## src/rtl/startup_pkg.sv

```systemverilog
package startup_pkg;
  localparam int unsigned PHASE_W = 3;
  typedef logic [PHASE_W-1:0] phase_t;
  localparam phase_t PHASE_FIRST = '0;
  localparam phase_t PHASE_LAST  = '1;

  typedef enum logic {
    SEQ_IDLE = 1'b0,
    SEQ_RUN  = 1'b1
  } seq_st_e;

  function automatic logic at_or_past(input phase_t ph, input int unsigned lim);
    return int'(ph) >= int'(lim);
  endfunction
endpackage

```

## src/rtl/startup_rst_sync.sv

```systemverilog
module startup_rst_sync #(
  parameter int unsigned STAGES = 2
) (
  input  logic clk,
  input  logic rst_n,
  output logic rst_sync_n
);
  logic [STAGES-1:0] pipe_q;
  logic [STAGES-1:0] pipe_d;

  always_comb begin
    pipe_d = {pipe_q[STAGES-2:0], 1'b1};
  end

  always_ff @(posedge clk or negedge rst_n) begin
    if (!rst_n) pipe_q <= '0;
    else        pipe_q <= pipe_d;
  end

  assign rst_sync_n = pipe_q[STAGES-1];
endmodule

```

## src/rtl/startup_hold.sv

```systemverilog
module startup_hold
  import startup_pkg::*;
#(
  parameter int unsigned NUM_LOCK = 2,
  parameter int unsigned LOCK_PH  = 2,
  parameter int unsigned GTS_PH   = 5
) (
  input  seq_st_e             st_i,
  input  phase_t              phase_i,
  input  logic [NUM_LOCK-1:0] lock_i,
  input  logic [NUM_LOCK-1:0] lock_mask_i,
  input  logic                sync_en_i,
  input  logic                done_sense_i,
  output logic                stall_o
);
  localparam phase_t LOCK_AT = phase_t'(LOCK_PH);
  localparam phase_t SYNC_AT = phase_t'(GTS_PH - 1);

  logic [NUM_LOCK-1:0] unmet;
  logic                lock_wait;
  logic                sync_wait;

  genvar gi;
  generate
    for (gi = 0; gi < NUM_LOCK; gi++) begin : g_lock
      assign unmet[gi] = lock_mask_i[gi] & ~lock_i[gi];
    end
  endgenerate

  always_comb begin
    lock_wait = (st_i == SEQ_RUN) && (phase_i == LOCK_AT) && (|unmet);
    sync_wait = (st_i == SEQ_RUN) && sync_en_i && (phase_i == SYNC_AT) && !done_sense_i;
    stall_o   = lock_wait | sync_wait;
  end
endmodule

```

## src/rtl/startup_phase_ctr.sv

```systemverilog
module startup_phase_ctr
  import startup_pkg::*;
(
  input  logic    clk,
  input  logic    rst_n,
  input  logic    start_i,
  input  logic    stall_i,
  output seq_st_e st_o,
  output phase_t  phase_o
);
  seq_st_e st_q, st_d;
  phase_t  ph_q, ph_d;
  logic    at_end;
  logic    accept;
  logic    step;
  logic    ena;

  always_comb begin
    at_end = (st_q == SEQ_RUN) && (ph_q == PHASE_LAST);
    accept = start_i && ((st_q == SEQ_IDLE) || at_end);
    step   = (st_q == SEQ_RUN) && !at_end && !stall_i;
    ena    = accept | step;
    st_d   = st_q;
    ph_d   = ph_q;
    if (accept) begin
      st_d = SEQ_RUN;
      ph_d = PHASE_FIRST;
    end else if (step) begin
      ph_d = ph_q + phase_t'(1);
    end
  end

  always_ff @(posedge clk or negedge rst_n) begin
    if (!rst_n) begin
      st_q <= SEQ_IDLE;
      ph_q <= PHASE_FIRST;
    end else if (ena) begin
      st_q <= st_d;
      ph_q <= ph_d;
    end
  end

  assign st_o    = st_q;
  assign phase_o = ph_q;
endmodule

```

## src/rtl/startup_evt_decode.sv

```systemverilog
module startup_evt_decode
  import startup_pkg::*;
#(
  parameter int unsigned DONE_PH = 4,
  parameter int unsigned GTS_PH  = 5,
  parameter int unsigned GWE_PH  = 6
) (
  input  seq_st_e st_i,
  input  phase_t  phase_i,
  input  logic    user_gsr_i,
  input  logic    user_gts_i,
  output logic    done_o,
  output logic    gts_o,
  output logic    gwe_o,
  output logic    gsr_o,
  output logic    user_io_o,
  output logic    complete_o
);
  logic running;

  always_comb begin
    running    = (st_i == SEQ_RUN);
    done_o     = running && at_or_past(phase_i, DONE_PH);
    gts_o      = !(running && at_or_past(phase_i, GTS_PH)) || user_gts_i;
    gwe_o      = running && at_or_past(phase_i, GWE_PH);
    gsr_o      = (running && (phase_i == PHASE_FIRST)) || user_gsr_i;
    user_io_o  = done_o;
    complete_o = running && (phase_i == PHASE_LAST);
  end
endmodule

```

## src/rtl/startup_seq.sv

```systemverilog
module startup_seq
  import startup_pkg::*;
#(
  parameter int unsigned NUM_LOCK = 2,
  parameter int unsigned DONE_PH  = 4,
  parameter int unsigned GTS_PH   = 5,
  parameter int unsigned GWE_PH   = 6,
  parameter int unsigned LOCK_PH  = 2
) (
  input  logic                clk,
  input  logic                rst_n,
  input  logic                cfg_done_i,
  input  logic [NUM_LOCK-1:0] lock_i,
  input  logic [NUM_LOCK-1:0] lock_mask_i,
  input  logic                sync_en_i,
  input  logic                done_sense_i,
  input  logic                user_gsr_i,
  input  logic                user_gts_i,
  output logic                done_o,
  output logic                gts_o,
  output logic                gwe_o,
  output logic                gsr_o,
  output logic                user_io_o,
  output logic                complete_o
);
  generate
    if (DONE_PH < 1 || DONE_PH > 6 || GTS_PH < 1 || GTS_PH > 6 ||
        GWE_PH < 1 || GWE_PH > 6 || LOCK_PH > 6 || GWE_PH < GTS_PH ||
        NUM_LOCK < 1) begin : g_bad_cfg
      $error("startup_seq: event phases out of range or write enable before output release");
    end
  endgenerate

  logic    rst_core_n;
  logic    stall;
  seq_st_e st_q;
  phase_t  phase_q;

  startup_rst_sync #(.STAGES(2)) u_rst (
    .clk        (clk),
    .rst_n      (rst_n),
    .rst_sync_n (rst_core_n)
  );

  startup_hold #(
    .NUM_LOCK (NUM_LOCK),
    .LOCK_PH  (LOCK_PH),
    .GTS_PH   (GTS_PH)
  ) u_hold (
    .st_i         (st_q),
    .phase_i      (phase_q),
    .lock_i       (lock_i),
    .lock_mask_i  (lock_mask_i),
    .sync_en_i    (sync_en_i),
    .done_sense_i (done_sense_i),
    .stall_o      (stall)
  );

  startup_phase_ctr u_ctr (
    .clk     (clk),
    .rst_n   (rst_core_n),
    .start_i (cfg_done_i),
    .stall_i (stall),
    .st_o    (st_q),
    .phase_o (phase_q)
  );

  startup_evt_decode #(
    .DONE_PH (DONE_PH),
    .GTS_PH  (GTS_PH),
    .GWE_PH  (GWE_PH)
  ) u_dec (
    .st_i       (st_q),
    .phase_i    (phase_q),
    .user_gsr_i (user_gsr_i),
    .user_gts_i (user_gts_i),
    .done_o     (done_o),
    .gts_o      (gts_o),
    .gwe_o      (gwe_o),
    .gsr_o      (gsr_o),
    .user_io_o  (user_io_o),
    .complete_o (complete_o)
  );
endmodule

```

## config.mk

```make
export PLATFORM = sky130hd
export DESIGN_NAME = startup_seq
export DESIGN_NICKNAME = d
export VERILOG_FILES = /design/src/rtl/startup_pkg.sv /design/src/rtl/startup_rst_sync.sv /design/src/rtl/startup_hold.sv /design/src/rtl/startup_phase_ctr.sv /design/src/rtl/startup_evt_decode.sv /design/src/rtl/startup_seq.sv
export SDC_FILE = /design/constraint.sdc
export NUM_CORES = 1
export LEC_CHECK = 0
export ABC_AREA = 1
export CAP_MARGIN = 0
export CORE_AREA = 2 2 39 41
export CTS_BUF_LIST = sky130_fd_sc_hd__clkbuf_16
export DETAILED_ROUTE_END_ITERATION = 8
export DIE_AREA = 0 0 41 43
export DONT_BUFFER_PORTS = 1
export GPL_ROUTABILITY_DRIVEN = 0
export HOLD_SLACK_MARGIN = 0.05
export PLACE_DENSITY = 0.45
export SYNTH_ARGS = -nofsm -noshare
export SYNTH_HDL_FRONTEND = slang
export SYNTH_HIERARCHICAL = 1
export SYNTH_SLANG_ARGS = --single-unit
```

## constraint.sdc

```tcl
create_clock -name clk -period 1 [get_ports clk]
set_input_delay 0 -clock clk [delete_from_list [all_inputs] [get_ports clk]]
set_output_delay 0 -clock clk [all_outputs]
set_load 0.01 [all_outputs]
```

## Word-level counts from Yosys, hierarchy flattened

Cells that the tools add are included.
Widths: inputs -> output; s select.

| operators by class | value |
|---|---|
| $add $sub $neg | 1 |
| order comparisons | 3 |
| equality and inequality tests | 3 |
| multiplexer cells | 2 |
| bitwise gates (word level) | 7 |
| reductions and logical operators | 25 |

Operators by type and width:

| cell | count |
|---|---|
| $logic_and 1x1->1 | 13 |
| $ge 3x3->1 const B | 3 |
| $eq 3x3->1 const B | 2 |
| $mux 3 | 2 |
| $logic_not 1->1 | 4 |
| $reduce_and 2->1 | 2 |
| $add 3x1->3 const B | 1 |
| $eq 3x2->1 const B | 1 |
| $logic_not 3->1 | 1 |
| $logic_or 1x1->1 | 3 |
| $not 1->1 | 3 |
| $and 1x1->1 | 2 |
| $or 1x1->1 | 2 |
| $reduce_bool 2->1 | 1 |
| $reduce_or 2->1 | 1 |

| word-level totals | value |
|---|---|
| register bits | 6 |
| bits of input ports | 11 |
| output and inout port bits | 6 |

## Longest topological paths before layout

| depth | value |
|---|---|
| depth in word-level cells | 9 |
| mapped depth | 10 |
| mapped depth without buffers | 10 |

## Modules after synthesis

The synthesis kept the hierarchy.

Modules (own cells, without submodules):

| module | times used | cells each | area each (um2) |
|---|---|---|---|
| startup_phase_ctr | 1 | 24 | 205.2 |
| startup_evt_decode | 1 | 15 | 63.8 |
| startup_hold | 1 | 15 | 60.1 |
| startup_rst_sync | 1 | 3 | 53.8 |

## Worst setup path after synthesis

No wires, ideal clock.

| timing | value |
|---|---|
| kind | register to register |
| start point | reg u_ctr.ph_q[0], in the netlist u_ctr/phase_o[0] |
| end point | reg u_ctr.ph_q[0], in the netlist u_ctr/phase_o[0] |
| setup time | 0.118 ns |
| data arrival time | 1.088 ns |
| data required time | 0.882 ns |
| setup slack | -0.206 ns |
| stages on the path, launching flop included | 7 |
| path buffers | 0 |
| clock period less this slack | 1.206 ns |
| path through | dfrtp_1 > ha_1 > ha_1 > inv_1 > nand3_2 > nand3_1 > nand2_1 |

| on the way | value |
|---|---|
| longest elaborated chain between the ends | 8 |

Ends and longest elaborated chain:

| element | line | text |
|---|---|---|
| from (decl) | startup_phase_ctr.sv:12 | `phase_t ph_q, ph_d;` |
| from (signal assigned) | startup_phase_ctr.sv:39 | `ph_q <= ph_d;` |
| $eq 3x2->1 / $eq 3x3->1 (equally long branches) | startup_hold.sv:31, startup_hold.sv:32 |  |
| $logic_and 1x1->1, on equally long branches (2 in series) | startup_hold.sv:31, startup_hold.sv:32 |  |
| $or 1x1->1 | startup_hold.sv:33 | `stall_o = lock_wait \| sync_wait;` |
| $logic_not 1->1 | startup_phase_ctr.sv:21 | `step = (st_q == SEQ_RUN) && !at_end && !stall_i;` |
| $logic_and 1x1->1 | startup_phase_ctr.sv:21 |  |
| $reduce_bool 2->1 (no source line) / $or 1x1->1 (equally long branches) | - |  |
| $reduce_and 2->1 (no source line) | - |  |

Several ways; a longest one is shown, not always the timed one. The select of a mux whose other input is x is not followed.
A chain may end at the register's enable or synchronous reset.

## Worst setup path after layout

| timing | value |
|---|---|
| start point | reg u_ctr.ph_q[1], in the netlist u_ctr/phase_o[1] |
| end point | reg u_ctr.ph_q[0], in the netlist u_ctr/phase_o[0] |

Same word-level chain as after synthesis.

==> results by group <==
Die
  • Core Area: 0.00138 sq mm
  • Chip Width: 41 um
  • I/O Pins: 17
  • FP Rows: 14
  • Height of the chip: around 43 um
  • Starting Density: 0.277
  • Die area: 0.00176 sq mm

Routing
  • Antenna-violating nets left: 0
  • Pre-antenna DRT Iters: 2
  • Residual DRC: 0
  • Vias per cell: 4.39
  • WL final: 814 um
  • Via count: 364
  • Detailed Route Iter0 Violations: 2
  • Wire per inst: a little under 10 um

Synth
  • Synth cell types: 13
  • Adder-Cell Fraction of Synth Area: 0.0654
  • Compound-cell area share of the yosys netlist: 0
  • Largest family of logic cells by synthesized area: simple AND/OR/NAND/NOR gates
  • Avg Cell Area, Syn: 6.72 sq um
  • Syn Inst Count: 57
  • Post-Synth Simple-Gate Area: 0.376
  • Syn nets: 70
  • Seq/Total Area, Yosys: 0.392
  • Post-synthesis mux area share: 0
  • Post-Syn Area: about 380 sq um
  • Synth warn: 6
  • FF+latch count, synth: 6
  • XOR/XNOR Fraction of Synth Area: 0

Global routing
  • Initial antenna violation count: 0
  • Number of global-route vias before repair: 317
  • First-pass GRT wire length: 1370 um
  • Largest net degree at the start of global routing: 6
  • GRT Overall Usage: 0.117
  • Final global-route overflow total: 0

Finish
  • Antenna cells: 0
  • FF+latch area: 154 sq um
  • Fin nets: 82
  • Fillers: about 140
  • Area Overhead vs Synth: 64.7%
  • Share of layout cells above drive strength 1: 0.493
  • Multi-input logic area: 250 sq um

Power
  • Maximum VDD drop: 1.80 mV
  • Design Power: slightly above 2 mW
  • Leakage: 0.337 nW
  • Power per Cell Area: 3260 mW/mm^2

Critical path
  • Critical path endpoint category: register
  • Worst Path Required: 1.11 ns
  • WP data arrival: 1.29 ns
  • CP Cell Sequence: ha_4, ha_4, inv_4, nand3_4, nand3_2, nand2_2
  • Worst path bufs/invs: 1
  • Delay of the slowest critical-path stage: 0.43 ns
  • Worst path slowest cell: dfrtp_2
  • Critical path's top delay family: flip-flops
  • Most frequent CP cell: ha_4
  • Kind of critical path: register to register
  • CP startpoint kind: register
  • Highest net fanout along the worst path: 4

CTS
  • Root Driver: clkbuf_16
  • Clock Sinks: 6
  • Longest Clk Path Bufs: 2
  • H-Tree Depth: 1
  • CTS tree: yes
  • Clock Latency Late Sink: between 0.2 and 0.25 ns
  • TritonCTS buffer count: 3
  • Clock Pin Slew Worst Setup and Hold Paths: roughly 0.03 ns

Timing
  • Total Neg Setup Slack: -0.787 ns
  • Worst Skew: 0.00231 ns
  • RSZ-0062 raised after global routing: true
  • Setup violations, final: 8
  • Fmax: 845 MHz
  • Worst hold slack: 0.0539 ns
  • Hold Vio Cnt, Final: 0
  • Final Max Slew Viols: 0
  • Final WS setup: -0.184 ns
  • Period utilization: 1.18
  • Final worst path period need: 1.18 ns

Run status
  • Status: finished, violations left
  • Failing checks: negative setup slack

Worst hold path
  • Worst hold path type: register to asynchronous set/reset pin

Job
  • Max-cap viol count: 0

Placed design
  • Post-DP HPWL: 632 um
  • I/O Buffers: 0
-- state kept, by name (all words and copies together), names as in the netlist --
register       count
u_rst/pipe_q       2
u_ctr/phase_o      3
u_ctr/st_o         1
-- Yosys cell counts --
| library cell | count | area share |
|---|---|---|
| buf_4 | 1 | 0.020 |
| conb_1 | 1 | 0.0098 |
| dfrtp_1 | 6 | 0.39 |
| ha_1 | 2 | 0.065 |
| inv_1 | 12 | 0.12 |
| inv_2 | 2 | 0.020 |
| nand2_1 | 18 | 0.18 |
| nand2_2 | 1 | 0.016 |
| nand3_1 | 5 | 0.065 |
| nand3_2 | 1 | 0.026 |
| nand4_1 | 1 | 0.016 |
| nor2_1 | 6 | 0.059 |
| nor2_2 | 1 | 0.016 |
-- worst reg2reg max path, stage by stage, from the launching register on --
cell and delay (ns):
dfrtp_2 0.43, ha_4 0.18, ha_4 0.15, inv_4 0.06, nand3_4 0.10, nand3_2 0.09
nand2_2 0.05
-- cell usage in the layout (no fill, tap or decap), drive strengths merged --
cell          n
nand2        19
inv          14
nor2          7
nand3         6
dfrtp         6
buf           5
clkbuf        3
dlygate4sd3   3
ha            2
nand4         1
conb          1
-- layout make-up --
cell class / instances / share of cell area
timing repair buffer: 8 / 0.113
inverter: 14 / 0.0952
tap: 16 / 0.0317
clock buffer: 3 / 0.119
sequential: 6 / 0.244
multi-input combinational: 36 / 0.397
-- where the power goes --
group / total (mW) / internal, mW / switching (mW)
Clock: 0.632 / 0.512 / 0.120
Combinational: 0.973 / 0.441 / 0.532
Sequential: 0.449 / 0.331 / 0.118
Total: 2.05 / 1.28 / 0.770
-- logic make-up (layout without fill, tap and decap cells) --
family / count (synthesis) / after routing
buffers and inverters: 15 / 25
adder cells (fa/ha/maj): 2 / 2
other: 1 / 1
flip-flops: 6 / 6
AND/OR/NAND/NOR: 33 / 33
-- timing repair --
| item | CTS | global route |
|---|---|---|
| gates cloned | 0 | 0 |
| buffers inserted | 0 | 1 |
| hold buffers | 3 | 0 |
| hold endpoints to repair | 6 | 0 |
| pin swaps | 9 | 3 |
| resized for setup | 13 | 8 |
| setup endpoints to repair | 10 | 10 |
-- per-stage QoR --
stage                     cell area, sq um  setup slack [ns]  instances  utilization
after floorplan                        415            -0.141         57            -
after global placement                 465            -0.194         77        0.336
after detailed placement               465            -0.187         77        0.336
after CTS                              613            -0.172         83        0.443
after global routing                   631            -0.259         83        0.456
final                                  631            -0.184         83        0.456
-- layer usage --
metal	global-route usage	share of wire
met3	0.0628	0.052
met4	0.0200	0
met5	0	0
met2	0.184	0.54
met1	0.138	0.41
-- path summary, 6_finish.rpt --
check                           slack, ns                to        startpoint  cells past startpoint
worst max-delay path                -0.18  u_ctr/phase_o[0]  u_ctr/phase_o[1]                      6
worst min-delay path                 0.05        u_ctr/st_o   u_rst/pipe_q[1]                      0
worst max register to register      -0.18  u_ctr/phase_o[0]  u_ctr/phase_o[1]                      6
worst min register to register       0.05        u_ctr/st_o   u_rst/pipe_q[1]                      0
max in group asynchronous            0.32   u_rst/pipe_q[1]             rst_n                      2
min in group clk                     0.09             gsr_o        user_gsr_i                      2
Power figures use the tool's default switching activity.
